[src/rtl/vclk_ce_gen.sv]
module vclk_ce_gen #(
  parameter int unsigned NUM      = 8,
  parameter int unsigned DEN      = 100,
  parameter int unsigned MIN_GAP  = 2,
  parameter int unsigned DEBT_MAX = 255,
  localparam int unsigned DEBT_W  = $clog2(DEBT_MAX + 1)
) (
  input  logic              clk,
  input  logic              rst_n,
  input  logic              mem_req,
  input  logic              mem_rdy,
  output logic              ce,
  output logic [DEBT_W-1:0] debt,
  output logic              debt_ovf
);

  localparam int unsigned BOOST = DEN / (NUM * MIN_GAP) - 1;
  localparam int unsigned ACC_W = $clog2(2 * DEN) + 1;
  localparam int unsigned GAP_W = $clog2(MIN_GAP + 1);

  logic [ACC_W-1:0]  acc;
  logic [ACC_W-1:0]  nxt;
  logic [DEBT_W-1:0] repay;

  wire stall  = mem_req & ~mem_rdy;
  wire at_max = (debt == DEBT_W'(DEBT_MAX));

  assign repay = (32'(debt) > BOOST) ? DEBT_W'(BOOST) : debt;
  assign nxt   = acc + ACC_W'(NUM * (32'(repay) + 1));

  wire wrap = !stall && (nxt >= ACC_W'(DEN));

  always_ff @(posedge clk) begin
    if (!rst_n) begin
      acc      <= '0;
      debt     <= '0;
      debt_ovf <= 1'b0;
      ce       <= 1'b0;
    end else begin
      ce <= wrap;
      if (stall) begin
        if (at_max) debt_ovf <= 1'b1;
        else        debt     <= debt + 1'b1;
      end else begin
        debt <= debt - repay;
        acc  <= wrap ? nxt - ACC_W'(DEN) : nxt;
      end
    end
  end

  logic [GAP_W-1:0] gap;
  always_ff @(posedge clk) begin
    if (!rst_n)                      gap <= GAP_W'(MIN_GAP);
    else if (ce)                     gap <= '0;
    else if (gap != GAP_W'(MIN_GAP)) gap <= gap + 1'b1;
  end

  assert_stall_holds_ce_R4: assert property (@(posedge clk) disable iff (!rst_n)
    stall |=> !ce);
  assert_debt_grows_R4: assert property (@(posedge clk) disable iff (!rst_n)
    (stall && !at_max) |=> debt == $past(debt) + 1'b1);
  assert_repay_shrinks_R6: assert property (@(posedge clk) disable iff (!rst_n)
    (!stall && debt != '0) |=> debt < $past(debt));
  assert_no_stall_no_debt_R9: assert property (@(posedge clk) disable iff (!rst_n)
    (!stall && debt == '0) |=> debt == '0);
  assert_min_gap_R7: assert property (@(posedge clk) disable iff (!rst_n)
    ce |-> 32'(gap) >= MIN_GAP - 1);
  assert_ovf_sticky_R8: assert property (@(posedge clk) disable iff (!rst_n)
    debt_ovf |=> debt_ovf);
  assert_ovf_cause_R8: assert property (@(posedge clk) disable iff (!rst_n)
    $rose(debt_ovf) |-> $past(stall) && $past(at_max));
  assert_debt_bound_R8: assert property (@(posedge clk) disable iff (!rst_n)
    32'(debt) <= DEBT_MAX);

endmodule

[config.mk]
export PLATFORM = sky130hd
export DESIGN_NAME = vclk_ce_gen
export DESIGN_NICKNAME = d
export VERILOG_FILES = /design/src/rtl/vclk_ce_gen.sv
export SDC_FILE = /design/constraint.sdc
export NUM_CORES = 1
export LEC_CHECK = 0
export ABC_AREA = 1
export BUFFER_PORTS_ARGS = -buffer_cell sky130_fd_sc_hd__buf_2
export CAP_MARGIN = 20
export CORE_ASPECT_RATIO = 2
export CORE_MARGIN = 1.5
export CORE_UTILIZATION = 35
export CTS_CLUSTER_DIAMETER = 200
export DETAILED_ROUTE_END_ITERATION = 16
export MAX_ROUTING_LAYER = met4
export SYNTH_ARGS = -nofsm -noshare
export SYNTH_HDL_FRONTEND = slang
export SYNTH_SLANG_ARGS = --single-unit
[constraint.sdc]
create_clock -name clk -period 2.6 [get_ports clk]
set_input_delay 0.13 -clock clk [delete_from_list [all_inputs] [get_ports clk]]
set_output_delay 0.13 -clock clk [all_outputs]
set_load 0.05 [all_outputs]
Yosys cells after proc, flatten, opt, wreduce, memory -nomap -nowiden
Index checks and enable logic that the tools add are counted.

Bits of input ports: 4. Logic and storage cells: 22. Output and inout port bits: 10. Bits in registers: 19.

Order comparisons: 2. Add/sub/neg operators: 5. Equality and inequality tests: 2. Bitwise logic cells: 2. Reduce and logical (&&, ||, !) cells: 3. Muxes and demuxes: 4.

Operators by type and width (count): two-way mux 8 bit (3); adder 9 bit (1); greater-or-equal comparator 9 x 7 -> 1 bit, second input constant (1); two-way mux 9 bit (1); subtractor 9 x 7 -> 9 bit, second input constant (1); adder 8 x 1 -> 8 bit, second input constant (1); equality test 8 bit, second input constant (1); greater-than comparator 8 x 3 -> 1 bit, second input constant (1); subtractor 8 bit (1); adder 6 x 1 -> 6 bit, second input constant (1); inequality test 2 bit, second input constant (1); AND reduction 2 bit (1); bitwise AND 1 bit (1); logical AND 1 bit (1); zero test 1 bit (1); NOT 1 bit (1).

Longest topological paths before layout
Gate-level depths: netlist of the first run.

Word-level depth: 7. Mapped depth: 19. Mapped depth without buffers: 19.

Worst setup path after synthesis of the first run
No wires, ideal clock.

Kind: register -> register. Start: register debt[3]. End: register acc[4]. Arrival: 2.723 ns. Path slack: -0.231 ns. Stages on the path, launching flop included: 18. Buffers on the path: 0. Library setup time: 0.109 ns. Clock period less this slack: 2.831 ns. Required time: 2.491 ns. Path through: dfxtp_1 > nor3_2 > nand3_2 > nor2_1 > inv_1 > ha_1 > fa_1 > inv_1 > nand3_2 > nand2_1 > nand2_1 > nand3_2 > nand3_4 > nand2_1 > nand2_1 > nand3_1 > nand2_1 > inv_1.

Word-level cells in the longest chain between the ends: 7. Elaborated cells between the ends (all ways): 8. Those cells by class: 3 x add/sub; 2 x order compare; 2 x mux; 1 x reduce/logical.

RTL lines: from (decl) (line 13) `output logic [DEBT_W-1:0] debt,`; from (signal assigned) (line 43) `else debt <= debt + 1'b1;`; from (signal assigned) (line 45) `debt <= debt - repay;`; greater-than comparator 8 x 3 -> 1 bit (line 28) `assign repay = (32'(debt) > BOOST) ? DEBT_W'(BOOST) : debt;`; two-way mux 8 bit * (line 28); adder 6 x 1 -> 6 bit * (line 29) `assign nxt = acc + ACC_W'(NUM * (32'(repay) + 1));`; adder 9 bit * (line 29); greater-or-equal comparator 9 x 7 -> 1 bit (line 31) `wire wrap = !stall && (nxt >= ACC_W'(DEN));`; logical AND 1 bit (line 31); two-way mux 9 bit * (line 46) `acc <= wrap ? nxt - ACC_W'(DEN) : nxt;`; to (signal assigned) (line 46); to (decl) (line 21) `logic [ACC_W-1:0] acc;`.

Every way passes the cells marked *; elsewhere a longest branch is shown, timed or not. A chain may end at the register's enable or synchronous reset.

Final worst setup path of the first run
Start: register debt[5]. End: register acc[5].

The elaborated chain is that of the path after synthesis.

==> flow_summary.json, run 1 <==
{
  "core-area_um2": 4090,
  "crit_slowest_cell": "fa_2",
  "grt_max_degree": 16,
  "dr.first_iter.drc_count": 20,
  "rsz0062_at_grt": "yes",
  "dieArea_um2": 4720,
  "dp_hpwl_um": 3220,
  "fin_nets": 296,
  "cp_num_buf_inv": 3,
  "path_clk_slew_ns": 0.07,
  "cts_root_buffer": "clkbuf_8",
  "wl_per_cell_um": 13.9,
  "cp_cell_sequence": "nor3_4, nand3_2, nor2_4, buf_4, buf_4, ha_4, fa_2, inv_2, nand3_2, nand2_1, nand2_2, nand3_4, nand3_4, nand3_2, nand2_1, nor2_1, nor2_1",
  "multi_input_area_um2": 1370,
  "grt_usage_pct": 20.0,
  "synth_common_cells": "nand2_1 (52), inv_1 (37), ha_1 (18)",
  "synthDominantCellAreaShare_pct": 22.6,
  "synth-edff-count": 0,
  "netlist_area_um2": 1500,
  "synthSimpleGateAreaFrac_pct": 33.1,
  "drive_above_1_share_pct": 48.0,
  "grt_util_met2_pct": 42.6,
  "portBuffers": 13,
  "synth_area_leader_cell": "dfxtp_1",
  "firstDrtPassIters": 4,
  "synth_adder_area_share_pct": 17.7,
  "vias": 1581,
  "routabilityCongestion": 0.915,
  "synth_area_leaders": "dfxtp_1 (23%), ha_1 (15%), nand2_1 (13%), inv_1 (9.2%), nand3_1 (5.7%)",
  "cts_tree": "done",
  "n_fill_cell": 377,
  "finalMaxSlewViolations": 0,
  "fin_setup_tns_ns": -0.100,
  "synthArstFlopShare_pct": 0,
  "maxCapViolations": 0,
  "syn_avg_cell_area_um2": 6.92,
  "busiest_layer": "met2",
  "finalSetupViolations": 4,
  "io_pins": 14,
  "die_y_um": 95.7,
  "setup_ws_ns": -0.0596,
  "overflow": 0,
  "ys.flop_type": "dfxtp_1",
  "worst-path-max-fanout": 4,
  "rrSetupSlack_ns": -0.06,
  "antenna_found_initial": 0,
  "path_class": "register to register",
  "startpoint_type": "register",
  "violations": "setup timing",
  "finalWirelength_um": 4500,
  "finClkSkew_ns": 0.00342,
  "cts_buffers": 3,
  "h-tree-depth": 1,
  "critPathArrivalTime_ns": 2.81,
  "synthXorXnorAreaFrac_pct": 4.75,
  "ys_seq_area_share_pct": 22.6,
  "synth_top_family_by_area": "simple AND/OR/NAND/NOR gates",
  "muxShareOfSynthArea_pct": 0,
  "fmax_ghz": 0.376,
  "use_met3_pct": 1.57,
  "seqCellArea_um2": 354,
  "area_growth_pct": 55.4,
  "final_cells": 323,
  "clock_sinks": 17,
  "clk_path_buf_depth": 2,
  "synth-seq-cells": 17,
  "use_met1_pct": 15.2,
  "drc": 0,
  "utilization_pct": 57.1,
  "grt_pass1_wl_um": 6870,
  "start_util_pct": 36.8,
  "synthMostInstantiatedCell": "nand2_1",
  "synth_cell_types": 31,
  "clkLatencyLatePin_ns": 0.26,
  "antenna_left": 0,
  "holdWs_ns": 0.244,
  "hold_viol_final": 0,
  "fin_crit_sh_pct": 102,
  "slowest_delay_ns": 0.44,
  "path_common_cell": "nand3_2",
  "status": "complete, but fails checks",
  "period_needed_ns": 2.66,
  "antenna_cells": 0,
  "yosys_warnings": 0,
  "synth_cells": 217,
  "dp_cells": 309,
  "avgViaCountPerCell": 4.89,
  "die_w_um": 49.3,
  "holdCritPathClass": "input pin to register",
  "grt_pass1_vias": 1612,
  "rows": 33,
  "crit_path_end_kind": "register",
  "synth-compound-area-share_pct": 11.6,
  "hold_buffers": 0,
  "crit_family": "simple AND/OR/NAND/NOR gates",
  "worstPathRequired_ns": 2.75
}
path summary, 6_finish.rpt:
path	from	end	cells past startpoint
max reg2reg	debt[5]	acc[5]	17
min reg2reg	debt_ovf	debt_ovf	1
min	rst_n	debt[5]	3
max	debt[5]	acc[5]	17
registers in the layout (all words and copies together) (netlist names):
name,count
debt_ovf,1
ce,1
acc,7
debt,8
through the flow:
stage	setup slack (ns)	area, um2
after global routing	-0.205	2330
after detailed placement	-0.0318	1870
final	-0.0596	2330
after global placement	-0.0244	1870
after floorplan	0.0319	1550
after CTS	-0.0347	1990
layout make-up:
type / count / share of cell area [%]
Clock buffer: 3 / 1.77
Tap cell: 52 / 2.79
Inverter: 38 / 6.22
Sequential cell: 17 / 15.2
Multi-Input combinational cell: 163 / 58.7
Clock inverter: 1 / 0.214
Timing Repair Buffer: 49 / 15.2
layer usage:
metal | share of wire [%] | routed length (um)
met1 | 33 | 1490
met2 | 62 | 2780
met3 | 1.3 | 57
met4 | 3.8 | 170
met5 | 0 | 0
cells in the final DEF (no fill, tap or decap), types with 5 or more instances in the layout:
master    n
a21oi_1   8
a21oi_2   6
buf_2    13
buf_4    31
buf_6     5
dfxtp_1  10
dfxtp_2   5
ha_1      7
ha_4     11
inv_1    29
inv_2     8
nand2_1  38
nand2_2  13
nand2_4   5
nand3_1  12
nand3_2   8
nor2_1   11
o21ai_0   7
kinds of logic (layout without fill, tap and decap cells):
logic type	Yosys count	count (layout)
AO/OA/AOI/OAI	31	31
XOR/XNOR	6	6
adder cells (fa/ha/maj)	20	20
buffers and inverters	40	91
flip-flops	17	17
other	1	3
AND/OR/NAND/NOR	102	103
what timing repair did:
item | 4_1_cts | 5_1_grt
pin swaps | 15 | 35
resized for setup | 15 | 56
buffers inserted | 1 | 8
hold endpoints to repair | 0 | 0
setup endpoints to repair | 10 | 12
cloned | 1 | 0
worst min-delay path, cell delays in order:
cell	delay [ns]
buf_2	0.20
nand2_1	0.10
inv_1	0.03
Power of run 1 is not shown: default switching activity piles up to over one toggle a cycle in this logic, so the estimate is an artifact.
==> run 2, diff against run 1 <==
- PLACE_DENSITY: default -> 0.62
==> flow_summary.json, run 2 (synthesis results as in run 1) <==
{
  "cts_tree": "done",
  "antenna_cells": 0,
  "hold_viol_final": 0,
  "avgViaCountPerCell": 4.96,
  "crit_path_end_kind": "register",
  "worstPathRequired_ns": 2.79,
  "die_w_um": 49.3,
  "fin_nets": 289,
  "cts_buffers": 3,
  "holdCritPathClass": "input pin to register",
  "routabilityCongestion": 0.918,
  "setup_ws_ns": -0.0284,
  "path_clk_slew_ns": 0.07,
  "finClkSkew_ns": 0.00155,
  "h-tree-depth": 1,
  "finalSetupViolations": 5,
  "overflow": 0,
  "wl_per_cell_um": 13.7,
  "worst-path-max-fanout": 5,
  "largest-register": "debt",
  "period_needed_ns": 2.63,
  "start_util_pct": 36.8,
  "cp_cell_sequence": "nor3_4, nand3_2, nor2_2, inv_2, ha_4, fa_2, inv_2, nand3_2, nand2_1, nand2_2, nand3_4, nand3_4, nand3_1, o21ai_1",
  "largest_register_ffs": 8,
  "startpoint_type": "register",
  "firstDrtPassIters": 4,
  "rsz0062_at_grt": "yes",
  "final_common_cell": "nand2_1",
  "clk_path_buf_depth": 2,
  "reg_top3": "debt (8), acc (7)",
  "path_class": "register to register",
  "slowest_delay_ns": 0.55,
  "dp_hpwl_um": 3300,
  "die_y_um": 95.7,
  "antenna_left": 0,
  "violations": "setup timing",
  "critPathArrivalTime_ns": 2.82,
  "final_cell_mix": "nand2_1 (45), inv_1 (34), buf_4 (27)",
  "io_pins": 14,
  "drc": 0,
  "clkLatencyLatePin_ns": 0.26,
  "dieArea_um2": 4720,
  "place_area_um2": 1860,
  "dr.first_iter.drc_count": 18,
  "rows": 33,
  "antenna_found_initial": 0,
  "portBuffers": 13,
  "grt_max_degree": 16,
  "area_growth_pct": 41.7,
  "core-area_um2": 4090,
  "grt_pass1_vias": 1632,
  "vias": 1568,
  "status": "complete, but fails checks",
  "holdWs_ns": 0.242,
  "cts_root_buffer": "clkbuf_8",
  "finalMaxSlewViolations": 0,
  "grt_pass1_wl_um": 6910,
  "drive_above_1_share_pct": 38.3,
  "fmax_ghz": 0.380,
  "fin_crit_sh_pct": 101,
  "clock_sinks": 17,
  "hold_buffers": 0,
  "maxCapViolations": 0,
  "grt_usage_pct": 20.3,
  "hold_depth": 3,
  "r2r_cells": 14,
  "crit_slowest_cell": "fa_2",
  "final_area_um2": 2130,
  "finalWirelength_um": 4320
}
[run 2: cell types whose count changed in the layout (fill, tap and decap cells not counted), sizes merged]
cell	previous run	this run
clkinv	1	0
clkbuf	3	4
buf	49	42
[run 2: layout make-up]
| class | instances | area [um2] |
|---|---|---|
| clock buffer | 4 | 45.0 |
| fill | 407 | 1960 |
| inverter | 38 | 143 |
| multi-input combinational | 163 | 1230 |
| sequential | 17 | 354 |
| tap | 52 | 65.1 |
| timing repair buffer | 42 | 290 |
[run 2: metal layers]
metal / wire (um) / GRT usage, % / up-vias
met3: 60 / 1.88 / 23
li1: - / - / 784
met1: 1410 / 15.5 / 728
met2: 2600 / 40.8 / 33
met5: 0 / - / -
met4: 248 / 16.7 / 0
[run 2: worst max-delay path, delay by kind of cell (launching register included)]
kind	cells	cell delay (ns)
buffers and inverters	2	0.11
AO/OA/AOI/OAI	1	0.17
flip-flops	1	0.35
AND/OR/NAND/NOR	9	1.12
adder cells (fa/ha/maj)	2	0.81
[run 2: repair_timing]
| action | 4_1_cts | 5_1_grt |
|---|---|---|
| gates resized for setup | 14 | 23 |
| buffers inserted | 2 | 1 |
| pin swaps | 11 | 13 |
| setup endpoints to repair | 10 | 13 |
| gates cloned | 1 | 0 |
[run 2: worst paths after layout]
| check | start | endpoint | slack, ns |
|---|---|---|---|
| hold reg to reg | acc[2] | acc[2] | 0.49 |
| hold / removal | rst_n | debt[5] | 0.24 |
| setup / recovery | debt[4] | acc[8] | -0.03 |
| setup reg to reg | debt[4] | acc[8] | -0.03 |
[run 2: per-stage QoR]
| step | std cells | setup slack [ns] | util (%) | TNS [ns] |
|---|---|---|---|---|
| final | 316 | -0.0284 | 52.1 | -0.0620 |
| after global routing | 316 | -0.140 | 52.1 | -1.11 |
| after CTS | 315 | -0.0544 | 48.4 | -0.202 |
| after detailed placement | 308 | -0.0812 | 45.5 | -0.314 |
| after global placement | 308 | -0.0303 | 45.5 | -0.0578 |
| after floorplan | 219 | 0.0319 | - | 0 |
Power of run 2 is left out for the same reason.
==> run 3, diff against run 2 <==
--- a/config.mk
+++ b/config.mk
@@ -7,3 +7,2 @@
 export LEC_CHECK = 0
-export ABC_AREA = 1
 export BUFFER_PORTS_ARGS = -buffer_cell sky130_fd_sc_hd__buf_2
--- a/constraint.sdc
+++ b/constraint.sdc
@@ -3,2 +3,2 @@
 set_output_delay 0.13 -clock clk [all_outputs]
-set_load 0.05 [all_outputs]
+set_load 0.02 [all_outputs]
==> flow_summary.json, run 3 <==
{
  "crit_end": "acc[4]",
  "fin_crit_sh_pct": 121,
  "largest_register_ffs": 8,
  "seqCellArea_um2": 345,
  "critPathArrivalTime_ns": 3.35,
  "hold_viol_final": 0,
  "final_common_cell": "buf_4",
  "cts_buffers": 3,
  "finalMaxSlewViolations": 0,
  "ys.flop_type": "dfxtp_1",
  "grt_pass1_vias": 1818,
  "wl_per_cell_um": 16.9,
  "status": "complete, but fails checks",
  "antenna_left": 0,
  "fin_setup_tns_ns": -3.70,
  "holdCritPathClass": "input pin to register",
  "grt_usage_pct": 23.6,
  "finalWirelength_um": 5260,
  "maxCapViolations": 0,
  "finClkSkew_ns": 0.00766,
  "synth-edff-count": 0,
  "grt_pass1_wl_um": 8170,
  "cts_tree": "done",
  "yosys_warnings": 0,
  "fmax_ghz": 0.318,
  "setup_ws_ns": -0.544,
  "area_growth_pct": 63.5,
  "path_class": "register to register",
  "grt_util_met2_pct": 49.6,
  "grt_max_degree": 22,
  "syn_avg_cell_area_um2": 8.00,
  "routabilityCongestion": 0.912,
  "antenna_found_initial": 0,
  "largest-register": "debt",
  "synth_cell_types": 45,
  "rrSetupSlack_ns": -0.54,
  "synth_area_leader_cell": "dfxtp_1",
  "cts_root_buffer": "clkbuf_8",
  "busiest_layer": "met2",
  "fin_nets": 284,
  "antenna_cells": 0,
  "drive_above_1_share_pct": 52.5,
  "r2r_end": "acc[4]",
  "synth_cells": 190,
  "die_w_um": 49.6,
  "io_pins": 14,
  "path_clk_slew_ns": 0.08,
  "firstDrtPassIters": 4,
  "synth_area_leaders": "dfxtp_1 (22%), ha_1 (15%), xnor2_1 (4.0%), a21oi_1 (4.0%), o21a_1 (4.0%)",
  "tightest_slew_ns": 0.655,
  "synth-seq-cells": 17,
  "violations": "setup timing",
  "portBuffers": 13,
  "overflow": 0,
  "n_fill_cell": 367,
  "drc": 0,
  "multi_input_area_um2": 1480,
  "h-tree-depth": 1,
  "worst-path-max-fanout": 3,
  "worstPathRequired_ns": 2.81,
  "reg2reg_from": "debt[5]",
  "avgViaCountPerCell": 5.58,
  "reg_top3": "debt (8), acc (7)",
  "clock_sinks": 17,
  "clk_path_buf_depth": 2,
  "synthDominantCellAreaShare_pct": 22.4,
  "ys_seq_area_share_pct": 22.4,
  "hold_depth": 2,
  "r2r_cells": 12,
  "vias": 1734,
  "use_met3_pct": 2.33,
  "start_util_pct": 36.8,
  "hold_buffers": 0,
  "post-place-ws_ns": -0.515,
  "slew_headroom_pct": 56.0,
  "dr.first_iter.drc_count": 21,
  "finalSetupViolations": 12,
  "netlist_area_um2": 1520,
  "rsz0062_at_grt": "yes",
  "die_y_um": 96.2,
  "crit_path_end_kind": "register",
  "clkLatencyLatePin_ns": 0.26,
  "rows": 33,
  "synthArstFlopShare_pct": 0,
  "use_met1_pct": 18.1,
  "startpoint": "debt[5]",
  "synthMostInstantiatedCell": "ha_1",
  "core-area_um2": 4130,
  "startpoint_type": "register",
  "final_cells": 311,
  "synth_common_cells": "ha_1 (18), dfxtp_1 (17), inv_1 (13)",
  "dp_cells": 290,
  "final_cell_mix": "buf_4 (52), dfxtp_1 (15), buf_2 (13)",
  "period_needed_ns": 3.14,
  "dieArea_um2": 4770,
  "dp_hpwl_um": 3770
}
run 3: changes by cell type after synthesis, sizes merged, moves of 4 or more:
cell    before  now
nand2       56   12
o21a         2    8
nor2        15    9
nor3         1   10
clkbuf       1    6
nand3       23   10
xnor2        1    7
a31oi        1    6
a21o         0    5
inv         38   13
and3         0    4
a211oi       0    4
xor2         5    1
run 3: stage by stage:
stage | hold WS, ns | utilization (%) | area (um2)
after detailed placement | 0.449 | 48.2 | 1990
final | 0.306 | 60.2 | 2480
after global routing | 0.327 | 60.2 | 2480
after floorplan | 0.405 | - | 1590
after global placement | 0.442 | 48.2 | 1990
after CTS | 0.296 | 56.0 | 2310
run 3: final cells by class:
type,count,area share (%)
flip-flops and latches,17,13.9
repair buffers,69,20.1
well taps,52,2.62
clock buffers,3,1.66
inverters,13,1.96
multi-input cells,156,59.5
clock inverters,1,0.201
run 3: how the worst min path moves through the flow:
stage                     startpoint       end  slack (ns)
final                          rst_n   debt[5]        0.31
after global routing           rst_n   debt[3]        0.33
after CTS                      rst_n   debt[5]        0.30
after detailed placement    debt_ovf  debt_ovf        0.45
after global placement      debt_ovf  debt_ovf        0.44
after floorplan                rst_n        ce        0.40
run 3: layer usage:
layer  wire length (um)  share of wire [%]
met5                  0                  0
met4                272                5.2
met3                123                2.3
met2               3180                 60
met1               1680                 32
run 3: timing repair:
action / 4_1_cts / 5_1_grt
setup endpoints to repair: 12 / 13
resized for setup: 42 / 27
setup buffers: 10 / 8
pin swaps: 25 / 14
run 3: cell families after synthesis:
kind of cell    share of synthesized area, %
simple gates                            21.8
fa+ha+maj                               17.4
buf+inv                                 4.77
flops                                   22.4
xor+xnor                                4.61
mux                                     1.32
other cells                            0.247
compound gates                          27.4
run 3: critical path, cell delays in order, from the launching register on:
cell and delay [ns]:
dfxtp_4 0.35, nor4_4 0.30, nand2_2 0.12, buf_6 0.14, nor2_4 0.11, nand2_2 0.09
ha_4 0.28, fa_2 0.45, or4_4 0.44, o211ai_4 0.11, o22ai_2 0.11, or4b_1 0.50
nand3_2 0.09
Power of run 3 is left out for the same reason.
